[config.mk]
export PLATFORM = sky130hd
export DESIGN_NAME = dac_pif
export DESIGN_NICKNAME = d
export VERILOG_FILES = /design/src/rtl/dac_pif_pkg.sv /design/src/rtl/dac_pif_sync.sv /design/src/rtl/dac_pif_clr.sv /design/src/rtl/dac_pif_ctrl.sv /design/src/rtl/dac_pif_regs.sv /design/src/rtl/dac_pif.sv
export SDC_FILE = /design/constraint.sdc
export NUM_CORES = 1
export LEC_CHECK = 0
export BUFFER_PORTS_ARGS = -buffer_cell sky130_fd_sc_hd__buf_2
export CAP_MARGIN = 20
export CORE_AREA = 2 2 64 66
export CTS_BUF_LIST = sky130_fd_sc_hd__clkbuf_2
export CTS_CLUSTER_SIZE = 14
export DETAILED_ROUTE_END_ITERATION = 16
export DIE_AREA = 0 0 66 68
export MAX_ROUTING_LAYER = met4
export PLACE_DENSITY = 0.8
export SYNTH_ARGS = -nofsm -noshare
export SYNTH_HDL_FRONTEND = slang
export SYNTH_SLANG_ARGS = --single-unit
[constraint.sdc]
create_clock -name clk -period 2.1 [get_ports clk]
set_clock_uncertainty 0.2 [all_clocks]
set_input_delay 0.105 -clock clk [delete_from_list [all_inputs] [get_ports clk]]
set_output_delay 0.105 -clock clk [all_outputs]
set_load 0.01 [all_outputs]
[src/rtl/dac_pif_pkg.sv]
package dac_pif_pkg;
  typedef enum logic [1:0] {
    LD_NONE  = 2'd0,
    LD_TIED  = 2'd1,
    LD_ALONE = 2'd2
  } ld_kind_e;
endpackage

[src/rtl/dac_pif_sync.sv]
module dac_pif_sync #(
  parameter int              WIDTH   = 1,
  parameter int              STAGES  = 2,
  parameter logic [WIDTH-1:0] RST_VAL = '0
) (
  input  logic             clk,
  input  logic             rst,
  input  logic [WIDTH-1:0] d,
  output logic [WIDTH-1:0] q
);
  logic [WIDTH-1:0] stg [STAGES];

  for (genvar i = 0; i < STAGES; i++) begin : g_stage
    if (i == 0) begin : g_first
      always_ff @(posedge clk) begin
        if (rst) stg[i] <= RST_VAL;
        else     stg[i] <= d;
      end
    end else begin : g_next
      always_ff @(posedge clk) begin
        if (rst) stg[i] <= RST_VAL;
        else     stg[i] <= stg[i-1];
      end
    end
  end

  assign q = stg[STAGES-1];
endmodule

[src/rtl/dac_pif_clr.sv]
module dac_pif_clr #(
  parameter int HOLD = 2
) (
  input  logic clk,
  input  logic rst,
  input  logic zero_n,
  output logic blk
);
  logic [HOLD-1:0] sh;

  always_ff @(posedge clk or negedge zero_n) begin
    if (!zero_n)  sh <= '1;
    else if (rst) sh <= '0;
    else          sh <= {sh[HOLD-2:0], 1'b0};
  end

  assign blk = sh[HOLD-1];

  // a low zeroing input keeps updates blocked at the next edge
  p_clear_blocks_r8: assert property (@(posedge clk) disable iff (rst)
    !zero_n |=> blk);
endmodule

[src/rtl/dac_pif_ctrl.sv]
module dac_pif_ctrl
  import dac_pif_pkg::*;
(
  input  logic     clk,
  input  logic     rst,
  input  logic     cs_s,
  input  logic     wr_s,
  input  logic     upd_s,
  output logic     cap_en,
  output ld_kind_e ld_kind
);
  logic cs_p, wr_p, upd_p;

  always_ff @(posedge clk) begin
    if (rst) begin
      cs_p  <= 1'b1;
      wr_p  <= 1'b1;
      upd_p <= 1'b1;
    end else begin
      cs_p  <= cs_s;
      wr_p  <= wr_s;
      upd_p <= upd_s;
    end
  end

  logic wr_rise, upd_fall;
  assign wr_rise  = !wr_p && wr_s;
  assign upd_fall = upd_p && !upd_s;
  assign cap_en   = wr_rise && !cs_p;

  always_comb begin
    ld_kind = LD_NONE;
    if (cap_en && !upd_s)
      ld_kind = LD_TIED;
    else if (upd_fall && wr_s)
      ld_kind = LD_ALONE;
  end

  // no standalone load is decoded while the write strobe is low
  p_no_alone_in_write_r6: assert property (@(posedge clk) disable iff (rst)
    !wr_s |-> ld_kind != LD_ALONE);
endmodule

[src/rtl/dac_pif_regs.sv]
module dac_pif_regs
  import dac_pif_pkg::*;
#(
  parameter int WIDTH = 10,
  localparam int PW   = WIDTH + 2
) (
  input  logic          clk,
  input  logic          rst,
  input  logic          zero_n,
  input  logic          blk,
  input  logic          cap_en,
  input  ld_kind_e      ld_kind,
  input  logic [PW-1:0] d,
  output logic [PW-1:0] out_q
);
  logic [PW-1:0] stage_q;

  always_ff @(posedge clk or negedge zero_n) begin
    if (!zero_n) begin
      stage_q <= '0;
      out_q   <= '0;
    end else if (rst || blk) begin
      stage_q <= '0;
      out_q   <= '0;
    end else begin
      if (cap_en) stage_q <= d;
      case (ld_kind)
        LD_TIED:  out_q <= d;
        LD_ALONE: out_q <= stage_q;
        default:  out_q <= out_q;
      endcase
    end
  end

  // zeroing input holds the output register at zero
  p_zero_holds_r7: assert property (@(posedge clk) disable iff (rst)
    !zero_n |-> out_q == '0);
  // blocked cycles leave the output register at zero
  p_blocked_zero_r8: assert property (@(posedge clk) disable iff (rst)
    blk |=> out_q == '0);
  // without a capture the staging register keeps its value or is zeroed
  p_stage_hold_r2: assert property (@(posedge clk) disable iff (rst)
    !cap_en |=> (stage_q == $past(stage_q) || stage_q == '0));
  // a write-tied load passes the captured word straight through
  p_tied_load_r4: assert property (@(posedge clk) disable iff (rst)
    (ld_kind == LD_TIED && !blk && zero_n) |=> (out_q == $past(d) || !zero_n));
  // a standalone load copies the staging register
  p_alone_load_r5: assert property (@(posedge clk) disable iff (rst)
    (ld_kind == LD_ALONE && !blk && zero_n) |=> (out_q == $past(stage_q) || !zero_n));
endmodule

[src/rtl/dac_pif.sv]
module dac_pif
  import dac_pif_pkg::*;
#(
  parameter int WIDTH       = 10,
  parameter int SYNC_STAGES = 2,
  parameter int CLR_HOLD    = 2
) (
  input  logic             clk,
  input  logic             rst,
  input  logic             cs_n,
  input  logic             wr_n,
  input  logic             upd_n,
  input  logic             zero_n,
  input  logic             sleep_n,
  input  logic [WIDTH-1:0] data_in,
  input  logic             span2x_in,
  input  logic             refbuf_in,
  output logic [WIDTH-1:0] dac_code,
  output logic             span2x_q,
  output logic             refbuf_q,
  output logic             sleep
);
  localparam int PW = WIDTH + 2;
  localparam int SW = 4;

  logic [SW-1:0] strb_s;
  logic [PW-1:0] pay_s;
  logic [PW-1:0] out_q;
  logic          blk, cap_en;
  ld_kind_e      ld_kind;

  dac_pif_sync #(.WIDTH(SW), .STAGES(SYNC_STAGES), .RST_VAL({SW{1'b1}})) u_strb_sync (
    .clk (clk),
    .rst (rst),
    .d   ({cs_n, wr_n, upd_n, sleep_n}),
    .q   (strb_s)
  );

  dac_pif_sync #(.WIDTH(PW), .STAGES(SYNC_STAGES), .RST_VAL({PW{1'b0}})) u_pay_sync (
    .clk (clk),
    .rst (rst),
    .d   ({span2x_in, refbuf_in, data_in}),
    .q   (pay_s)
  );

  dac_pif_clr #(.HOLD(CLR_HOLD)) u_clr (
    .clk    (clk),
    .rst    (rst),
    .zero_n (zero_n),
    .blk    (blk)
  );

  dac_pif_ctrl u_ctrl (
    .clk     (clk),
    .rst     (rst),
    .cs_s    (strb_s[3]),
    .wr_s    (strb_s[2]),
    .upd_s   (strb_s[1]),
    .cap_en  (cap_en),
    .ld_kind (ld_kind)
  );

  dac_pif_regs #(.WIDTH(WIDTH)) u_regs (
    .clk     (clk),
    .rst     (rst),
    .zero_n  (zero_n),
    .blk     (blk),
    .cap_en  (cap_en),
    .ld_kind (ld_kind),
    .d       (pay_s),
    .out_q   (out_q)
  );

  always_ff @(posedge clk) begin
    if (rst) sleep <= 1'b0;
    else     sleep <= !strb_s[0];
  end

  assign dac_code = out_q[WIDTH-1:0];
  assign refbuf_q = out_q[WIDTH];
  assign span2x_q = out_q[WIDTH+1];

  // sleep follows the synchronized request one edge later
  p_sleep_follow_r10: assert property (@(posedge clk) disable iff (rst)
    1'b1 |=> sleep == !$past(strb_s[0]));
endmodule

Word-level counts from Yosys, hierarchy flattened
Memories as Yosys holds them, arrays and structs flattened.
Index checks and enable logic that the tools add are counted.
{ "op_classes": {"n_addsub": 0, "multipliers": 0, "magnitude_cmp": 0, "reduce_logical": 12, "n_div": 0, "bitwise": 4, "shifts": 0, "eq_ne": 2, "muxes": 14} }
{ "op_table": {"columns": ["operator", "n"], "rows": [
  ["$mux 12", 5],
  ["$pmux 12 s2", 1],
  ["$mux 4", 2],
  ["$mux 2", 3],
  ["$logic_and 1x1->1", 5],
  ["$logic_not 1->1", 4],
  ["$or 1x1->1", 4],
  ["$mux 1", 3],
  ["$reduce_bool 3->1", 1],
  ["$eq 2x1->1 const B", 1],
  ["$eq 2x2->1 const B", 1],
  ["$reduce_bool 2->1", 1],
  ["$logic_or 1x1->1", 1]
]} }
{ "word_totals": {"ramBits": 32, "romBits": 0, "memories": 2, "input_bits": 19, "out_inout_bits": 13, "reg_bits": 30, "latch_bits": 0} }
{ "memory_table": {"columns": ["name", "words", "word_bits", "read_ports", "rd_clocked_by_memory_dff", "wr", "line", "source"], "rows": [
  ["u_pay_sync.stg", 2, 12, 2, 0, 2, "dac_pif_sync.sv:11", "logic [WIDTH-1:0] stg [STAGES];"],
  ["u_strb_sync.stg", 2, 4, 2, 0, 2, "dac_pif_sync.sv:11", null]
]} }

Logic depth before layout (Yosys ltp)
{ "logic_depth": {"depth_word": 8, "depth_mapped": 4, "ltp_nobuf": 3} }

Modules after synthesis
From an unflattened synthesis, not the netlist that was laid out.
{ "hier_totals": {"hier_cells": 176, "hier_area_um2": 2270.9} }
{ "modules_own_cells": {"columns": ["module", "instances", "area_each_um2", "cells_each"], "rows": [
  ["dac_pif_regs", 1, 1163.6, 94],
  ["dac_pif_sync (u_pay_sync)", 1, 693.2, 50],
  ["dac_pif_sync (u_strb_sync)", 1, 210.2, 16],
  ["dac_pif_ctrl", 1, 110.1, 10],
  ["dac_pif_clr", 1, 70.1, 4],
  ["dac_pif", 1, 23.8, 2]
]} }

Worst setup path before layout
OpenSTA, ideal clock, no wires.
{ "synth_timing": {"path_kind": "register to register", "from": "reg u_ctrl.wr_p", "to": "reg u_regs.out_q[0]", "path_buffers": 1, "path_slack_ns": 0.610, "arrival_ns": 1.153, "synth_period_minus_slack_ns": 1.490, "path_stages_with_launch": 5, "path_cell_list": "dfxtp_1 -> or4b_4 -> buf_6 -> nand2_1 -> a311oi_1"} }
{ "synth_via": {"elab_chain_len": 8, "word_cells_on_any_way": 10} }
{ "synth_rtl": {"columns": ["item", "line", "source"], "rows": [
  ["from (decl)", "dac_pif_ctrl.sv:12", "logic cs_p, wr_p, upd_p;"],
  ["from (signal assigned)", "dac_pif_ctrl.sv:21", "wr_p <= wr_s;"],
  ["$logic_not 1->1 (*)", "dac_pif_ctrl.sv:27", "assign wr_rise = !wr_p && wr_s;"],
  ["$logic_and 1x1->1 (*)", "dac_pif_ctrl.sv:27", null],
  ["$logic_and 1x1->1 (*)", "dac_pif_ctrl.sv:29", "assign cap_en = wr_rise && !cs_p;"],
  ["$logic_and 1x1->1 (*)", "dac_pif_ctrl.sv:33", "if (cap_en && !upd_s)"],
  ["$mux 2 (*)", "dac_pif_ctrl.sv:33", null],
  ["$eq 2x2->1 / $eq 2x1->1 (equally long branches)", "dac_pif_regs.sv:27", "case (ld_kind)"],
  ["$pmux 12 s2", "dac_pif_regs.sv:27", null],
  ["$mux 12", "dac_pif_regs.sv:22", "end else if (rst || blk) begin"],
  ["to (signal assigned)", "dac_pif_regs.sv:29", "LD_ALONE: out_q <= stage_q;"],
  ["to (signal assigned)", "dac_pif_regs.sv:30", "default: out_q <= out_q;"],
  ["to (decl)", "dac_pif_regs.sv:14", "output logic [PW-1:0] out_q"]
]} }
Mark *: on every way between the ends. The rest lies on a longest branch, timed or not.
A chain may end at the register's enable or synchronous reset.

Worst setup path in the final report
{ "layout_timing": {"from": "reg u_clr.sh[1]", "to": "reg u_regs.stage_q[8]"} }
{ "layout_via": {"elab_chain_len": 2, "word_cells_on_any_way": 3} }
{ "layout_rtl": {"columns": ["item", "line", "source"], "rows": [
  ["from (decl)", "dac_pif_clr.sv:9", "logic [HOLD-1:0] sh;"],
  ["from (signal assigned)", "dac_pif_clr.sv:14", "else sh <= {sh[HOLD-2:0], 1'b0};"],
  ["$logic_or 1x1->1 (*)", "dac_pif_regs.sv:22", null],
  ["$mux 12 / $reduce_bool 2->1 (equally long branches)", null, null],
  ["to (signal assigned)", "dac_pif_regs.sv:20", "stage_q <= '0;"],
  ["to (signal assigned)", "dac_pif_regs.sv:23", "stage_q <= '0;"],
  ["to (signal assigned)", "dac_pif_regs.sv:26", "if (cap_en) stage_q <= d;"],
  ["to (decl)", "dac_pif_regs.sv:16", "logic [PW-1:0] stage_q;"]
]} }
Marks and branches as above.

==> metrics.md <==
| Metric | Value |
|---|---|
| Outcome | completed |
| Seq/Total Area, Yosys | 63.8% |
| Full die area | 4490 um^2 |
| CTS H-Tree Depth | 3 |
| CP max FO | 13 |
| DIE HEIGHT | 68 um |
| Pins Over Slew Limit | 0 |
| FP Rows | 23 |
| Worst skew pair latency | 450 ps |
| Pin count of the biggest net entering global routing | 39 |
| Overall routed net length | 3670 um |
| Synth cell types | 22 |
| Global-route wire length before repair | 5970 um |
| Vias in the first global route | 1384 |
| Critical Path Sink Type | flop |
| Async S/R FF share, synth | 41.9% |
| Antenna-violating nets left | 0 |
| Cells on worst reg2reg path | 3 |
| Hold depth | 1 |
| Final Worst Setup Slack | 240 ps |
| PD cells | 702 nW/um^2 |
| Critical path buffer and inverter count | 0 |
| Max-Cap Viols | 0 |
| Critical path class | flop to flop |
| Global Route Usage Sum | 19.4% |
| PostCTS Resize Cnt | 0 |
| CTS tree | done |
| Mapped Cells | 181 |
| Worst reg-to-reg setup slack | 240 ps |
| Layout cells sized above 1 | 30.6% |
| WL per Instance | 12.0 um |
| Switching pwr | 454 uW |
| Required @ worst endpoint | 2300 ps |
| Comb power frac | 8.1% |
| Die Wd | 66 um |
| Synth top area share | 33.4% |
| Pre-CTS setup slack | 247 ps |
| Dominant synthesized flop cell | dfxtp_1 |
| Count leader, synth | dfxtp_1 |
| Ant. Diodes | 0 |
| Delay-heaviest family, CP | simple AND/OR/NAND/NOR gates |
| 1st-iter DRT viols | 37 |
| # DRC | 0 |
| Slew headroom | 52.3% |
| Inserted Clock Buffers | 9 |
| Hold WS | 197 ps |
| RePlAce Congestion | 0.823 |
| Worst path max stage delay | 580 ps |
| Worst-path clk slew | 150 ps |
| Clock Sink Count | 62 |
| Register share of total power | 63.8% |
| Max clock buf depth | 2 |
| Sw Ratio | 23.3% |
| Final hold viol count | 0 |
| Post-synth EDFFs | 0 |
| Root buffer cell | clkbuf_2 |
| Crit start category | flop |
| Slowest CP cell | nor2_1 |
| RSZ-0062 raised after global routing | false |
| Worst-Margin Slew | 713 ps |
| Max Fclk | 538 MHz |
| Area Growth Syn to Fin | 28.9% |
| Net Count, Synth | 200 |
| Syn_area_per_cell | 11.9 um^2 |
| Hold Path Class | flop to flop |
| Levels on crit path | 3 |
| Largest cells by area after synthesis | dfxtp_1, dfrtp_1, nor2b_1, a311oi_1, a22o_2 |
| TritonRoute pass-1 iters | 4 |
| Ports | 32 |
| Port Buffers | 31 |
| DP HPWL | 2160 um |
| Starting density of the core | 55.9% |
| Via count | 1475 |
| Core ar. | 3860 um^2 |
| Vias per cell | 4.84 |
| Mapped Area | 2150 um^2 |
| P_leak | 0.00126 uW |
| Internal | 1500 uW |
| Top cells by count, synth | dfxtp_1, nor2b_1, dfrtp_1, nand2_1 |
| Setup_tns | 0 ps |
| Synth Warn # | 0 |
| Crit path time final | 1860 ps |
| Maximum vdd ir drop | 0.000425 V |
| Number of synthesized register bits | 62 |
| Layout Utilization | 72.0% |
| Clock share of power | 28.2% |
| CP Cell Sequence | or2_2 > nor2_1 > a22o_2 |
| Nets@finish | 269 |
| Final setup viols | 0 |
| Worst Path Arrival | 2060 ps |
| Final critical-path share of the clock period | 88.6% |
| Antenna violations before repair | 0 |
| Area leader, netlist | dfxtp_1 |
| Total gr overflow | 0 |
[sequential cells by signal, summed over array words and instances, names as in the netlist]
name and flops:
u_clr.sh 2, u_regs.stage_q 12, u_ctrl.cs_p 1, u_pay_sync.stg 24, u_regs.out_q 12, u_ctrl.upd_p 1, u_ctrl.wr_p 1, sleep 1
u_strb_sync.stg 8
[worst paths after layout]
path	from	end
max reg2reg	u_clr.sh[1]	u_regs.stage_q[8]
max in group asynchronous	zero_n	u_regs.stage_q[3]
min reg2reg	u_strb_sync.stg[1][0]	sleep
max	u_clr.sh[1]	u_regs.stage_q[8]
min in group asynchronous	zero_n	u_regs.out_q[7]
min	u_strb_sync.stg[1][0]	sleep
[metal layers]
layer  track usage, %  part of all wire, %  vias up
li1                 -                    -      755
met1             21.0                   43      668
met2             31.7                   51       46
met3             6.41                  4.8        6
met4             10.7                  1.7        0
met5                -                    0        -
[stage by stage]
stage / instances / total power [uW] / cell area, um^2
after detailed placement: 253 / 1370 / 2320
after global placement: 253 / 1360 / 2320
after floorplan: 181 / 1330 / 2150
final: 305 / 1950 / 2780
after CTS: 304 / 1950 / 2750
after global routing: 305 / 2050 / 2780
[layout make-up]
class | instances | area [um^2]
Tap cell | 50 | 62.6
Sequential cell | 62 | 1370
Clock buffer | 14 | 70.1
Timing Repair Buffer | 70 | 553
Fill cell | 278 | 1080
Multi-Input combinational cell | 107 | 708
Clock inverter | 2 | 8.76
[power by group through the flow]
| stage | sequential, uW | clock (uW) | combinational [uW] |
|---|---|---|---|
| final | 1240 | 549 | 157 |
| after global routing | 1250 | 627 | 177 |
| after CTS | 1240 | 559 | 150 |
| after detailed placement | 1270 | 0 | 100 |
| after global placement | 1260 | 0 | 99.3 |
| after floorplan | 1270 | 0 | 58.5 |
[what timing repair did]
| action | in CTS | in global routing |
|---|---|---|
| buffers inserted | 0 | 0 |
| hold buffers | 35 | 0 |
| hold endpoints to repair | 72 | 0 |
[cells in the final DEF, fill, tap and decap left out, drive strengths merged]
cell type    Yosys  final
a22o            12     12
a311oi          12     12
buf              7     34
clkbuf           5     15
clkinv           0      2
conb             1      1
dfrtp           24     24
dfstp            2      2
dfxtp           36     36
dlygate4sd3      0     35
nand2           24     24
nand3b           1      1
nor2             3      3
nor2b           25     25
nor3            12     12
nor3b            2      2
nor4b            1      1
or2             13     13
or4b             1      1
[kinds of logic (layout without fill, tap and decap cells)]
group           Yosys count  count (layout)  share of synthesized area (%)
simple gates             82              82                           22.1
compound gates           24              24                           10.6
flops                    62              62                           63.8
other cells               1               1                          0.174
buf+inv                  12              86                           3.37
Power figures use the tool's default switching activity.
